**src/rtl/lsc_pkg.sv**
```systemverilog
package lsc_pkg;
  typedef enum logic [2:0] {
    SQ_BOOT  = 3'd0,
    SQ_LOAD  = 3'd1,
    SQ_SHOW  = 3'd2,
    SQ_PRE   = 3'd3,
    SQ_LATCH = 3'd4,
    SQ_POST  = 3'd5
  } sq_state_t;
endpackage

```
**src/rtl/lsc_shifter.sv**
```systemverilog
// Parallel chain loader: one fetch cycle, then cfg_len bits of 2*cfg_half cycles.
module lsc_shifter #(
  parameter int CHAINS    = 8,
  parameter int MAX_LEN   = 128,
  parameter int MAX_LINES = 16,
  parameter int DIV_W     = 8,
  localparam int BIT_W    = (MAX_LEN > 1) ? $clog2(MAX_LEN) : 1,
  localparam int LEN_W    = $clog2(MAX_LEN + 1),
  localparam int LINE_W   = (MAX_LINES > 1) ? $clog2(MAX_LINES) : 1,
  localparam int ADDR_W   = LINE_W + BIT_W
) (
  input  logic              clk,
  input  logic              rst_n,
  input  logic [DIV_W-1:0]  cfg_half,
  input  logic [LEN_W-1:0]  cfg_len,
  input  logic              start_i,
  input  logic [LINE_W-1:0] line_i,
  output logic              fb_rd_o,
  output logic [ADDR_W-1:0] fb_addr_o,
  input  logic [CHAINS-1:0] fb_data_i,
  output logic [CHAINS-1:0] sdata_o,
  output logic              sclk_o,
  output logic              busy_o,
  output logic              last_o
);
  logic              busy_q, busy_d, phase_q, phase_d, rd_q;
  logic [DIV_W-1:0]  half_q, half_d, half_m1;
  logic [BIT_W-1:0]  bit_q, bit_d;
  logic [LINE_W-1:0] line_q, line_d;
  logic [LEN_W-1:0]  len_m1;
  logic [CHAINS-1:0] hold_q;
  logic              phase_end, bit_end;

  assign half_m1   = (cfg_half == '0) ? '0 : cfg_half - DIV_W'(1);
  assign len_m1    = (cfg_len == '0) ? '0 : cfg_len - LEN_W'(1);
  assign phase_end = (half_q == half_m1);
  assign bit_end   = (LEN_W'(bit_q) == len_m1);
  assign last_o    = busy_q & phase_q & phase_end & bit_end;
  assign fb_rd_o   = start_i | (busy_q & phase_q & phase_end & ~bit_end);
  assign fb_addr_o = start_i ? {line_i, {BIT_W{1'b0}}} : {line_q, bit_q + BIT_W'(1)};
  // Word read in the previous cycle goes straight to the pins, then is held.
  assign sdata_o   = rd_q ? fb_data_i : hold_q;
  assign sclk_o    = busy_q & phase_q;
  assign busy_o    = busy_q;

  always_comb begin
    busy_d  = busy_q;
    phase_d = phase_q;
    half_d  = half_q;
    bit_d   = bit_q;
    line_d  = line_q;
    if (start_i) begin
      busy_d  = 1'b1;
      phase_d = 1'b0;
      half_d  = '0;
      bit_d   = '0;
      line_d  = line_i;
    end else if (busy_q) begin
      if (phase_end) begin
        half_d = '0;
        if (!phase_q) begin
          phase_d = 1'b1;
        end else begin
          phase_d = 1'b0;
          if (bit_end) busy_d = 1'b0;
          else         bit_d  = bit_q + BIT_W'(1);
        end
      end else begin
        half_d = half_q + DIV_W'(1);
      end
    end
  end

  always_ff @(posedge clk or negedge rst_n) begin
    if (!rst_n) begin
      busy_q  <= 1'b0;
      phase_q <= 1'b0;
      half_q  <= '0;
      bit_q   <= '0;
      line_q  <= '0;
      rd_q    <= 1'b0;
      hold_q  <= '0;
    end else begin
      busy_q  <= busy_d;
      phase_q <= phase_d;
      half_q  <= half_d;
      bit_q   <= bit_d;
      line_q  <= line_d;
      rd_q    <= fb_rd_o;
      if (rd_q) hold_q <= fb_data_i;
    end
  end

  assert_data_stable_at_rise_R2: assert property (@(posedge clk) disable iff (!rst_n)
    $rose(sclk_o) |-> $stable(sdata_o));
  assert_no_restart_while_busy_R4: assert property (@(posedge clk) disable iff (!rst_n)
    start_i |-> !busy_q);
endmodule

```
**src/rtl/lsc_seq.sv**
```systemverilog
// Scan sequencer: load, lit period, blank/latch/blank row change.
module lsc_seq
  import lsc_pkg::*;
#(
  parameter int MAX_LINES = 16,
  parameter int DWELL_W   = 16,
  localparam int LINE_W   = (MAX_LINES > 1) ? $clog2(MAX_LINES) : 1,
  localparam int LINES_W  = $clog2(MAX_LINES + 1)
) (
  input  logic               clk,
  input  logic               rst_n,
  input  logic [LINES_W-1:0] cfg_lines,
  input  logic [DWELL_W-1:0] cfg_dwell,
  input  logic               cfg_latchless,
  input  logic               shf_last_i,
  output logic               start_o,
  output logic [LINE_W-1:0]  load_line_o,
  output logic               oe_o,
  output logic               latch_o,
  output logic               row_on_o,
  output logic [LINE_W-1:0]  row_idx_o,
  output logic               frame_start_o
);
  sq_state_t          state_q, state_d;
  logic               start_q, start_d, row_on_q, row_on_d, shdone_q, shdone_d;
  logic [LINE_W-1:0]  load_q, load_d, row_q, row_d, load_next;
  logic [DWELL_W-1:0] dwell_q, dwell_d, dwell_m1;
  logic               dwell_hit, stay_show;

  assign dwell_m1  = (cfg_dwell == '0) ? '0 : cfg_dwell - DWELL_W'(1);
  assign dwell_hit = (dwell_q >= dwell_m1);
  assign load_next = ((LINES_W'(load_q) + LINES_W'(1)) >= cfg_lines) ? '0 : load_q + LINE_W'(1);

  always_comb begin
    state_d = state_q;
    case (state_q)
      SQ_BOOT:  state_d = SQ_LOAD;
      SQ_LOAD:  if (shf_last_i) state_d = SQ_PRE;
      SQ_SHOW: begin
        if (cfg_latchless) begin
          if (dwell_hit) state_d = SQ_LOAD;
        end else if (dwell_hit && (shdone_q || shf_last_i)) begin
          state_d = SQ_PRE;
        end
      end
      SQ_PRE:   state_d = SQ_LATCH;
      SQ_LATCH: state_d = SQ_POST;
      SQ_POST:  state_d = SQ_SHOW;
      default:  state_d = SQ_BOOT;
    endcase
  end

  always_comb begin
    stay_show = (state_q == SQ_SHOW) && (state_d == SQ_SHOW);
    start_d   = ((state_d == SQ_LOAD) && (state_q != SQ_LOAD)) ||
                ((state_d == SQ_SHOW) && (state_q != SQ_SHOW) && !cfg_latchless);
    dwell_d   = '0;
    shdone_d  = 1'b0;
    if (stay_show) begin
      dwell_d  = (dwell_q == '1) ? dwell_q : dwell_q + DWELL_W'(1);
      shdone_d = shdone_q | shf_last_i;
    end
    load_d   = load_q;
    row_d    = row_q;
    row_on_d = row_on_q;
    if (state_q == SQ_LATCH) begin
      row_d    = load_q;
      row_on_d = 1'b1;
      load_d   = load_next;
    end
  end

  always_ff @(posedge clk or negedge rst_n) begin
    if (!rst_n) begin
      state_q  <= SQ_BOOT;
      start_q  <= 1'b0;
      shdone_q <= 1'b0;
      dwell_q  <= '0;
      load_q   <= '0;
      row_q    <= '0;
      row_on_q <= 1'b0;
    end else begin
      state_q  <= state_d;
      start_q  <= start_d;
      shdone_q <= shdone_d;
      dwell_q  <= dwell_d;
      load_q   <= load_d;
      row_q    <= row_d;
      row_on_q <= row_on_d;
    end
  end

  assign start_o       = start_q;
  assign load_line_o   = load_q;
  assign oe_o          = (state_q == SQ_SHOW);
  assign latch_o       = (state_q == SQ_LATCH);
  assign row_on_o      = row_on_q;
  assign row_idx_o     = row_q;
  assign frame_start_o = (state_q == SQ_POST) && (row_q == '0);

  assert_latch_single_cycle_R6: assert property (@(posedge clk) disable iff (!rst_n)
    latch_o |=> !latch_o);
  assert_frame_start_blank_R8: assert property (@(posedge clk) disable iff (!rst_n)
    frame_start_o |-> !oe_o);
  assert_lit_needs_row_R6: assert property (@(posedge clk) disable iff (!rst_n)
    oe_o |-> row_on_o);
endmodule

```
**src/rtl/lsc_row_drv.sv**
```systemverilog
// One-hot row decoder with selectable active level.
module lsc_row_drv #(
  parameter int MAX_LINES = 16,
  localparam int LINE_W   = (MAX_LINES > 1) ? $clog2(MAX_LINES) : 1
) (
  input  logic                 clk,
  input  logic                 rst_n,
  input  logic                 row_on_i,
  input  logic [LINE_W-1:0]    row_idx_i,
  input  logic                 active_low_i,
  output logic [MAX_LINES-1:0] row_o
);
  for (genvar g = 0; g < MAX_LINES; g++) begin : g_row
    assign row_o[g] = (row_on_i && (row_idx_i == LINE_W'(g))) ^ active_low_i;
  end

  assert_one_row_active_R7: assert property (@(posedge clk) disable iff (!rst_n)
    $onehot0(row_o ^ {MAX_LINES{active_low_i}}));
endmodule

```
**src/rtl/led_scan_ctrl.sv**
```systemverilog
module led_scan_ctrl #(
  parameter int CHAINS    = 8,
  parameter int MAX_LEN   = 128,
  parameter int MAX_LINES = 16,
  parameter int DIV_W     = 8,
  parameter int DWELL_W   = 16,
  localparam int BIT_W    = (MAX_LEN > 1) ? $clog2(MAX_LEN) : 1,
  localparam int LEN_W    = $clog2(MAX_LEN + 1),
  localparam int LINE_W   = (MAX_LINES > 1) ? $clog2(MAX_LINES) : 1,
  localparam int LINES_W  = $clog2(MAX_LINES + 1),
  localparam int ADDR_W   = LINE_W + BIT_W
) (
  input  logic                 clk,
  input  logic                 rst_n,
  input  logic [LINES_W-1:0]   cfg_lines,
  input  logic [LEN_W-1:0]     cfg_len,
  input  logic [DIV_W-1:0]     cfg_half,
  input  logic [DWELL_W-1:0]   cfg_dwell,
  input  logic                 cfg_latchless,
  input  logic                 cfg_row_active_low,
  output logic                 fb_rd,
  output logic [ADDR_W-1:0]    fb_addr,
  input  logic [CHAINS-1:0]    fb_data,
  output logic [CHAINS-1:0]    sh_data,
  output logic                 sh_clk,
  output logic                 sh_latch,
  output logic                 sh_oe,
  output logic [MAX_LINES-1:0] row_sel,
  output logic                 frame_start
);
  logic              start, shf_busy, shf_last, row_on;
  logic [LINE_W-1:0] load_line, row_idx;

  lsc_seq #(.MAX_LINES(MAX_LINES), .DWELL_W(DWELL_W)) seq_i (
    .clk(clk), .rst_n(rst_n), .cfg_lines(cfg_lines), .cfg_dwell(cfg_dwell),
    .cfg_latchless(cfg_latchless), .shf_last_i(shf_last), .start_o(start),
    .load_line_o(load_line), .oe_o(sh_oe), .latch_o(sh_latch), .row_on_o(row_on),
    .row_idx_o(row_idx), .frame_start_o(frame_start)
  );

  lsc_shifter #(.CHAINS(CHAINS), .MAX_LEN(MAX_LEN), .MAX_LINES(MAX_LINES), .DIV_W(DIV_W)) shf_i (
    .clk(clk), .rst_n(rst_n), .cfg_half(cfg_half), .cfg_len(cfg_len),
    .start_i(start), .line_i(load_line), .fb_rd_o(fb_rd), .fb_addr_o(fb_addr),
    .fb_data_i(fb_data), .sdata_o(sh_data), .sclk_o(sh_clk), .busy_o(shf_busy),
    .last_o(shf_last)
  );

  lsc_row_drv #(.MAX_LINES(MAX_LINES)) row_i (
    .clk(clk), .rst_n(rst_n), .row_on_i(row_on), .row_idx_i(row_idx),
    .active_low_i(cfg_row_active_low), .row_o(row_sel)
  );

  assert_row_switch_blank_R6: assert property (@(posedge clk) disable iff (!rst_n)
    !$stable(row_sel) |-> (!sh_oe && !$past(sh_oe)));
  assert_latchless_dark_shift_R5: assert property (@(posedge clk) disable iff (!rst_n)
    (cfg_latchless && shf_busy) |-> !sh_oe);
endmodule

```
**config.mk**
```make
export PLATFORM = sky130hd
export DESIGN_NAME = led_scan_ctrl
export DESIGN_NICKNAME = d
export VERILOG_FILES = /design/src/rtl/lsc_pkg.sv /design/src/rtl/lsc_shifter.sv /design/src/rtl/lsc_seq.sv /design/src/rtl/lsc_row_drv.sv /design/src/rtl/led_scan_ctrl.sv
export SDC_FILE = /design/constraint.sdc
export NUM_CORES = 1
export LEC_CHECK = 0
export ABC_AREA = 1
export BUFFER_PORTS_ARGS = -buffer_cell sky130_fd_sc_hd__buf_2
export CORE_AREA = 4 4 107 109
export CTS_CLUSTER_SIZE = 14
export DETAILED_ROUTE_END_ITERATION = 12
export DIE_AREA = 0 0 111 113
export GPL_TIMING_DRIVEN = 0
export PLACE_DENSITY = 0.68
export SYNTH_ARGS = -nofsm -noshare
export SYNTH_HDL_FRONTEND = slang
export SYNTH_HIERARCHICAL = 1
export SYNTH_SLANG_ARGS = --single-unit
```
**constraint.sdc**
```tcl
create_clock -name clk -period 5.4 [get_ports clk]
set_input_delay 1.08 -clock clk [delete_from_list [all_inputs] [get_ports clk]]
set_output_delay 1.08 -clock clk [all_outputs]
set_load 0.02 [all_outputs]
```
==> results of run 1 <==
where the power goes:
part / internal (mW) / total, mW / switching (mW)
registers: 0.492 / 0.536 / 0.0438
clock network: 0.237 / 0.411 / 0.174
logic: 0.118 / 0.298 / 0.180
cells by family (layout without fill, tap and decap cells):
group                    Yosys count  in the layout  synth area share, %
AND/OR/NAND/NOR                  436            436                 41.3
buffers and inverters            111            214                 8.80
AO/OA/AOI/OAI                     78             78                 8.72
flip-flops                        60             60                 29.2
adder cells (fa/ha/maj)           29             29                 7.05
XOR/XNOR                          17             17                 2.89
multiplexers                       9              9                 2.04
worst max-delay path, cell delays in order:
cell     delay, ns
buf_2         0.09
inv_1         0.10
ha_1          0.24
nand2_2       0.09
nor2_4        0.12
nand4_4       0.12
buf_6         0.17
nand2_2       0.05
nand2_1       0.05
nand2_1       0.06
nand3_2       0.08
nor2_4        0.16
nand3_4       0.16
nand2_4       0.15
inv_1         0.11
buf_2         0.17
layout make-up:
| class | instances | area (um2) | share of cell area [%] |
|---|---|---|---|
| multi-input cells | 569 | 3190 | 53.6 |
| well taps | 140 | 175 | 2.94 |
| repair buffers | 87 | 438 | 7.34 |
| flip-flops and latches | 60 | 1500 | 25.2 |
| plain buffers | 13 | 85.1 | 1.43 |
| clock inverters | 4 | 47.5 | 0.797 |
| inverters | 98 | 368 | 6.17 |
| clock buffers | 12 | 155 | 2.60 |
metrics by stage:
step                      cells  setup slack (ns)  util, %  instance area [um2]  power, mW
after CTS                   983              1.30     56.2                 5960       1.26
after floorplan             740              1.81        -                 5150      0.743
after global placement      967              1.37     54.3                 5760      0.828
after detailed placement    967              1.31     54.3                 5760      0.842
final                       983              1.31     56.3                 5960       1.24
after global routing        983              1.13     56.3                 5960       1.33
cells in the final DEF, fill, tap and decap left out, types with 5 or more instances in the layout:
master,n
nand3b_1,9
buf_2,88
clkbuf_1,5
ha_1,29
inv_1,92
nand2_2,12
buf_4,6
nor2_4,8
dfrtp_1,60
nand3_1,65
o21bai_1,11
clkbuf_8,11
nand4_1,21
nor2_1,78
nand3_2,6
a21oi_1,23
nand2_1,190
o21ai_0,31
xor2_1,13
nor2_2,23
mux2_2,8
inv_2,5
or2_2,5
state kept, by name, summed over array words and instances, names as in the netlist:
name,cells
seq_i/dwell_q,16
shf_i/half_q,8
shf_i/hold_q,8
shf_i/bit_q,7
seq_i/load_line_o,4
seq_i/row_idx_o,4
shf_i/line_q,4
seq_i/state_q,3
seq_i/row_on_o,1
seq_i/shdone_q,1
seq_i/start_o,1
shf_i/busy_o,1
shf_i/phase_q,1
shf_i/rd_q,1
routing by layer:
metal,track usage (%),share of wire [%]
met1,23.7,44
met5,0,0
met2,34.7,48
met3,3.26,5.0
met4,6.90,2.3
worst min path at each step:
| stage | to | depth (start not counted) |
|---|---|---|
| after global placement | shf_i/line_q[2] | 2 |
| after detailed placement | seq_i/row_on_o | 1 |
| final | shf_i/line_q[1] | 2 |
| after CTS | shf_i/line_q[1] | 2 |
| after global routing | shf_i/line_q[0] | 2 |
| after floorplan | seq_i/row_on_o | 1 |
==> flow_summary.toml, run 1 <==
[cts]
clock_latency_ns = 0.34
clock_sinks = 60
cts_buffers = 9
clk_path_buf_depth = 2
path_clk_slew_ns = 0.07
hold_buffers = 0
cts_setup_buffers = 0
cts_max_level = 3
cts_tree = "built"
cts_root_buf = "clkbuf_8"
cts.repair.resized = 0

[sta]
relSlewSlack_pct = 44.4
period_minus_slack_ns = 4.09
max_freq_mhz = 245
rsz0062_at_grt = "no"
finalCritPeriodShare_pct = 75.7
drv_slew = 0
fin_setup_tns_ns = 0
finClkSkew_ns = 0.00904
hold_viol = 0
setup_viol_count_final = 0
tightest_slew_ns = 0.826
whs_ns = 0.475

[pwr]
pwr_density_cell_nw_per_um2 = 209
leakagePower_nw = 3.09
ir_drop_v = 0.000115

[routing]
totalWireLength_um = 12000
antenna_left = 0
viasPerCell = 5.19
dr.pass1.iters = 5
drt_iter0_markers = 324
drc_errors = 0
num_vias = 5100
drt-wirelength-per-cell_um = 12.2

[synth]
ys_types = 44
ys_seq_area_share_pct = 29.2
ys_top_cells_by_count = "nand2_1 (190), inv_1 (92), nor2_1 (78)"
synth_top_area_cell = "dfrtp_1"
ys_top_cells_by_area = "dfrtp_1 (29%), nand2_1 (14%), ha_1 (7.0%)"
ys_seq_elements = 60
synth_top_area_share_pct = 29.2
yosysMostFrequentCell = "nand2_1"
synth_nets = 818
netlist_area_um2 = 5150
synth_cells = 740
synth-main-ff-cell = "dfrtp_1"
syn_avg_cell_area_um2 = 6.96
yosysWarningCount = 6
async_flop_share_pct = 100
synth-edff-count = 0

[finish]
fillers = 1052
fin_nets = 916
post_route_cells_drive_above_1_share_pct = 22.5
synthToLayoutAreaGrowth_pct = 15.8
n_antenna_cell = 0

[die]
io_pins = 89
die_w_um = 111
row_count = 38
core_um2 = 10600
die_y_um = 113
die-area_um2 = 12500
initial_core_util_pct = 48.6

[setup_path]
r2r_cells = 13
cp-end-kind = "primary output"
r2r-end = "seq_i/dwell_q[5]"
cp.arrival_ns = 3.01
start_kind = "primary input"
setup.worst_path.class = "primary input to primary output"
endpoint = "fb_rd"
crit_fanout = 10
worstPathRequired_ns = 4.32
r2r_start = "shf_i/half_q[0]"
r2r_slack_ns = 3.22
critical_path.startpoint = "cfg_len[0]"

[grt]
antenna_found_initial = 0
overflow = 0
grt_use_total_pct = 19.4
grt_max_degree = 61
grt_pass1_vias = 4968
grt_pass1_wl_um = 20900

[placement]
gp_congestion = 0.841
numPortBuffers = 87
place_hpwl_um = 9400

[hold_path]
holdCritPathClass = "flop to flop"
hold_start = "shf_i/line_q[1]"

[job]
drv_cap = 0

[run_status]
outcome = "complete, no violations"
Note: power is estimated with default switching activity, not from simulation.
==> run 2: changes to the inputs <==
--- a/config.mk
+++ b/config.mk
@@ -12,7 +12,7 @@
 export DETAILED_ROUTE_END_ITERATION = 12
 export DIE_AREA = 0 0 111 113
 export GPL_TIMING_DRIVEN = 0
-export PLACE_DENSITY = 0.68
+export PLACE_DENSITY = 0.71
 export SYNTH_ARGS = -nofsm -noshare
 export SYNTH_HDL_FRONTEND = slang
 export SYNTH_HIERARCHICAL = 1
==> constraint.sdc (replaced) <==
create_clock -name clk -period 3.6 [get_ports clk]
set_input_delay 0.72 -clock clk [delete_from_list [all_inputs] [get_ports clk]]
set_output_delay 0.72 -clock clk [all_outputs]
set_load 0.02 [all_outputs]
==> run 2 against run 1 <==
Register-to-register slack worse by 1.9 ns. Largest power group unchanged. Via count is 1.7% lower. Sequential share of layout area is 0.058 points lower. Largest cell class unchanged. Cell area is 0.23% higher. Global-route usage is 0.068 points lower.
==> flow_summary.toml, run 2 (synthesis results as in run 1) <==
[cts]
cts_tree = "built"
path_clk_slew_ns = 0.07
cts_root_buf = "clkbuf_8"
cts_setup_buffers = 0
clock_sinks = 60
cts_buffers = 9
hold_buffers = 0
clk_path_buf_depth = 2
clock_latency_ns = 0.34
cts.repair.resized = 0
cts_max_level = 3

[placement]
pre_cts_ws_ns = 0.0209
place_hpwl_um = 9450
numPortBuffers = 87
gp_congestion = 0.878

[setup_path]
cp.arrival_ns = 2.63
worstPathRequired_ns = 2.88
setup.worst_path.class = "primary input to primary output"
start_kind = "primary input"
cp-end-kind = "primary output"
crit_fanout = 9

[grt]
grt_pass1_vias = 4970
grt_pass1_wl_um = 20800
antenna_found_initial = 0
grt_use_total_pct = 19.3
overflow = 0
grt_max_degree = 61

[die]
die_w_um = 111
row_count = 38
core_um2 = 10600
die-area_um2 = 12500
io_pins = 89
die_y_um = 113
initial_core_util_pct = 48.6

[sta]
max_freq_mhz = 299
tightest_slew_ns = 0.783
drv_slew = 0
rsz0062_at_grt = "no"
period_minus_slack_ns = 3.35
relSlewSlack_pct = 47.3
layout_setup_ws_ns = 0.251
whs_ns = 0.439
finalCritPeriodShare_pct = 93.0
setup_viol_count_final = 0
hold_viol = 0
fin_setup_tns_ns = 0
finClkSkew_ns = 0.00596

[finish]
fillers = 1046
utilization_pct = 56.4
largest-register = "seq_i/dwell_q"
post_route_cells_drive_above_1_share_pct = 22.5
largest_reg_flops = 16
layout_common_cells = "nand2_1 (190), inv_1 (92), buf_2 (88)"
final_common_cell = "nand2_1"
synthToLayoutAreaGrowth_pct = 16.1
n_antenna_cell = 0
fin_nets = 916
reg_top3 = "seq_i/dwell_q: 16 flops, shf_i/half_q: 8 flops, shf_i/hold_q: 8 flops"

[routing]
drt-wirelength-per-cell_um = 12.1
dr.pass1.iters = 5
num_vias = 5012
antenna_left = 0
totalWireLength_um = 11900
drc_errors = 0
drt_iter0_markers = 296
viasPerCell = 5.10

[pwr]
pwr_density_cell_nw_per_um2 = 320
ir_drop_v = 0.000159
leakagePower_nw = 3.10
power_mw = 1.91

[hold_path]
holdCritPathClass = "primary input to asynchronous set/reset pin"

[job]
drv_cap = 0

[run_status]
outcome = "complete, no violations"
==> run 2: cell types whose count changed in the layout (fill, tap and decap cells not counted) <==
cell,delta
bufinv_16,+1
clkbuf_8,-1
clkinv_2,+1
clkinvlp_4,-1
==> run 2: cell type report <==
| cell class | instances | area [um2] | area share, % |
|---|---|---|---|
| clock inverter | 5 | 75.1 | 1.26 |
| clock buffer | 11 | 141 | 2.37 |
| sequential | 60 | 1500 | 25.1 |
| tap | 140 | 175 | 2.93 |
| multi-input combinational | 569 | 3190 | 53.4 |
| inverter | 98 | 368 | 6.15 |
| timing repair buffer | 87 | 438 | 7.33 |
| buffer | 13 | 85.1 | 1.42 |
==> run 2: power breakdown <==
group          switching, mW  internal, mW
Clock                  0.259         0.405
Combinational          0.271         0.178
Sequential            0.0633         0.738
==> run 2: metrics by stage <==
step | std cells | cell area, um2
floorplan | 740 | 5150
global placement | 967 | 5760
detailed placement | 967 | 5760
CTS | 983 | 5980
global route | 983 | 5980
finish | 983 | 5980
==> run 2: worst max-delay path, stage by stage <==
cell      delay (ns)
buf_2           0.11
inv_1           0.14
ha_1            0.29
nand2_4         0.11
nor2_2          0.14
o21bai_1        0.09
nand2_1         0.09
nand2_1         0.07
nor2_1          0.18
nand3_2         0.13
nand2_4         0.14
nand2_4         0.10
inv_1           0.13
buf_2           0.18
==> run 2: worst paths after layout <==
kind	from	endpoint	slack, ns	depth (start not counted)
worst max register to register	shf_i/half_q[3]	seq_i/dwell_q[3]	1.36	12
worst min register to register	shf_i/line_q[1]	shf_i/line_q[1]	0.47	2
max in group asynchronous	rst_n	shf_i/bit_q[6]	2.66	1
worst min-delay path	rst_n	seq_i/dwell_q[5]	0.44	1
worst max-delay path	cfg_half[0]	fb_rd	0.25	14
min in group clk	shf_i/line_q[1]	shf_i/line_q[1]	0.47	2
==> run 2: metal layers <==
| layer | wire length, um | up-vias | GRT usage (%) |
|---|---|---|---|
| met4 | 211 | 0 | 7.06 |
| li1 | - | 2587 | - |
| met1 | 5270 | 2292 | 24.0 |
| met3 | 549 | 20 | 3.42 |
| met2 | 5830 | 113 | 33.9 |
| met5 | 0 | - | 0 |
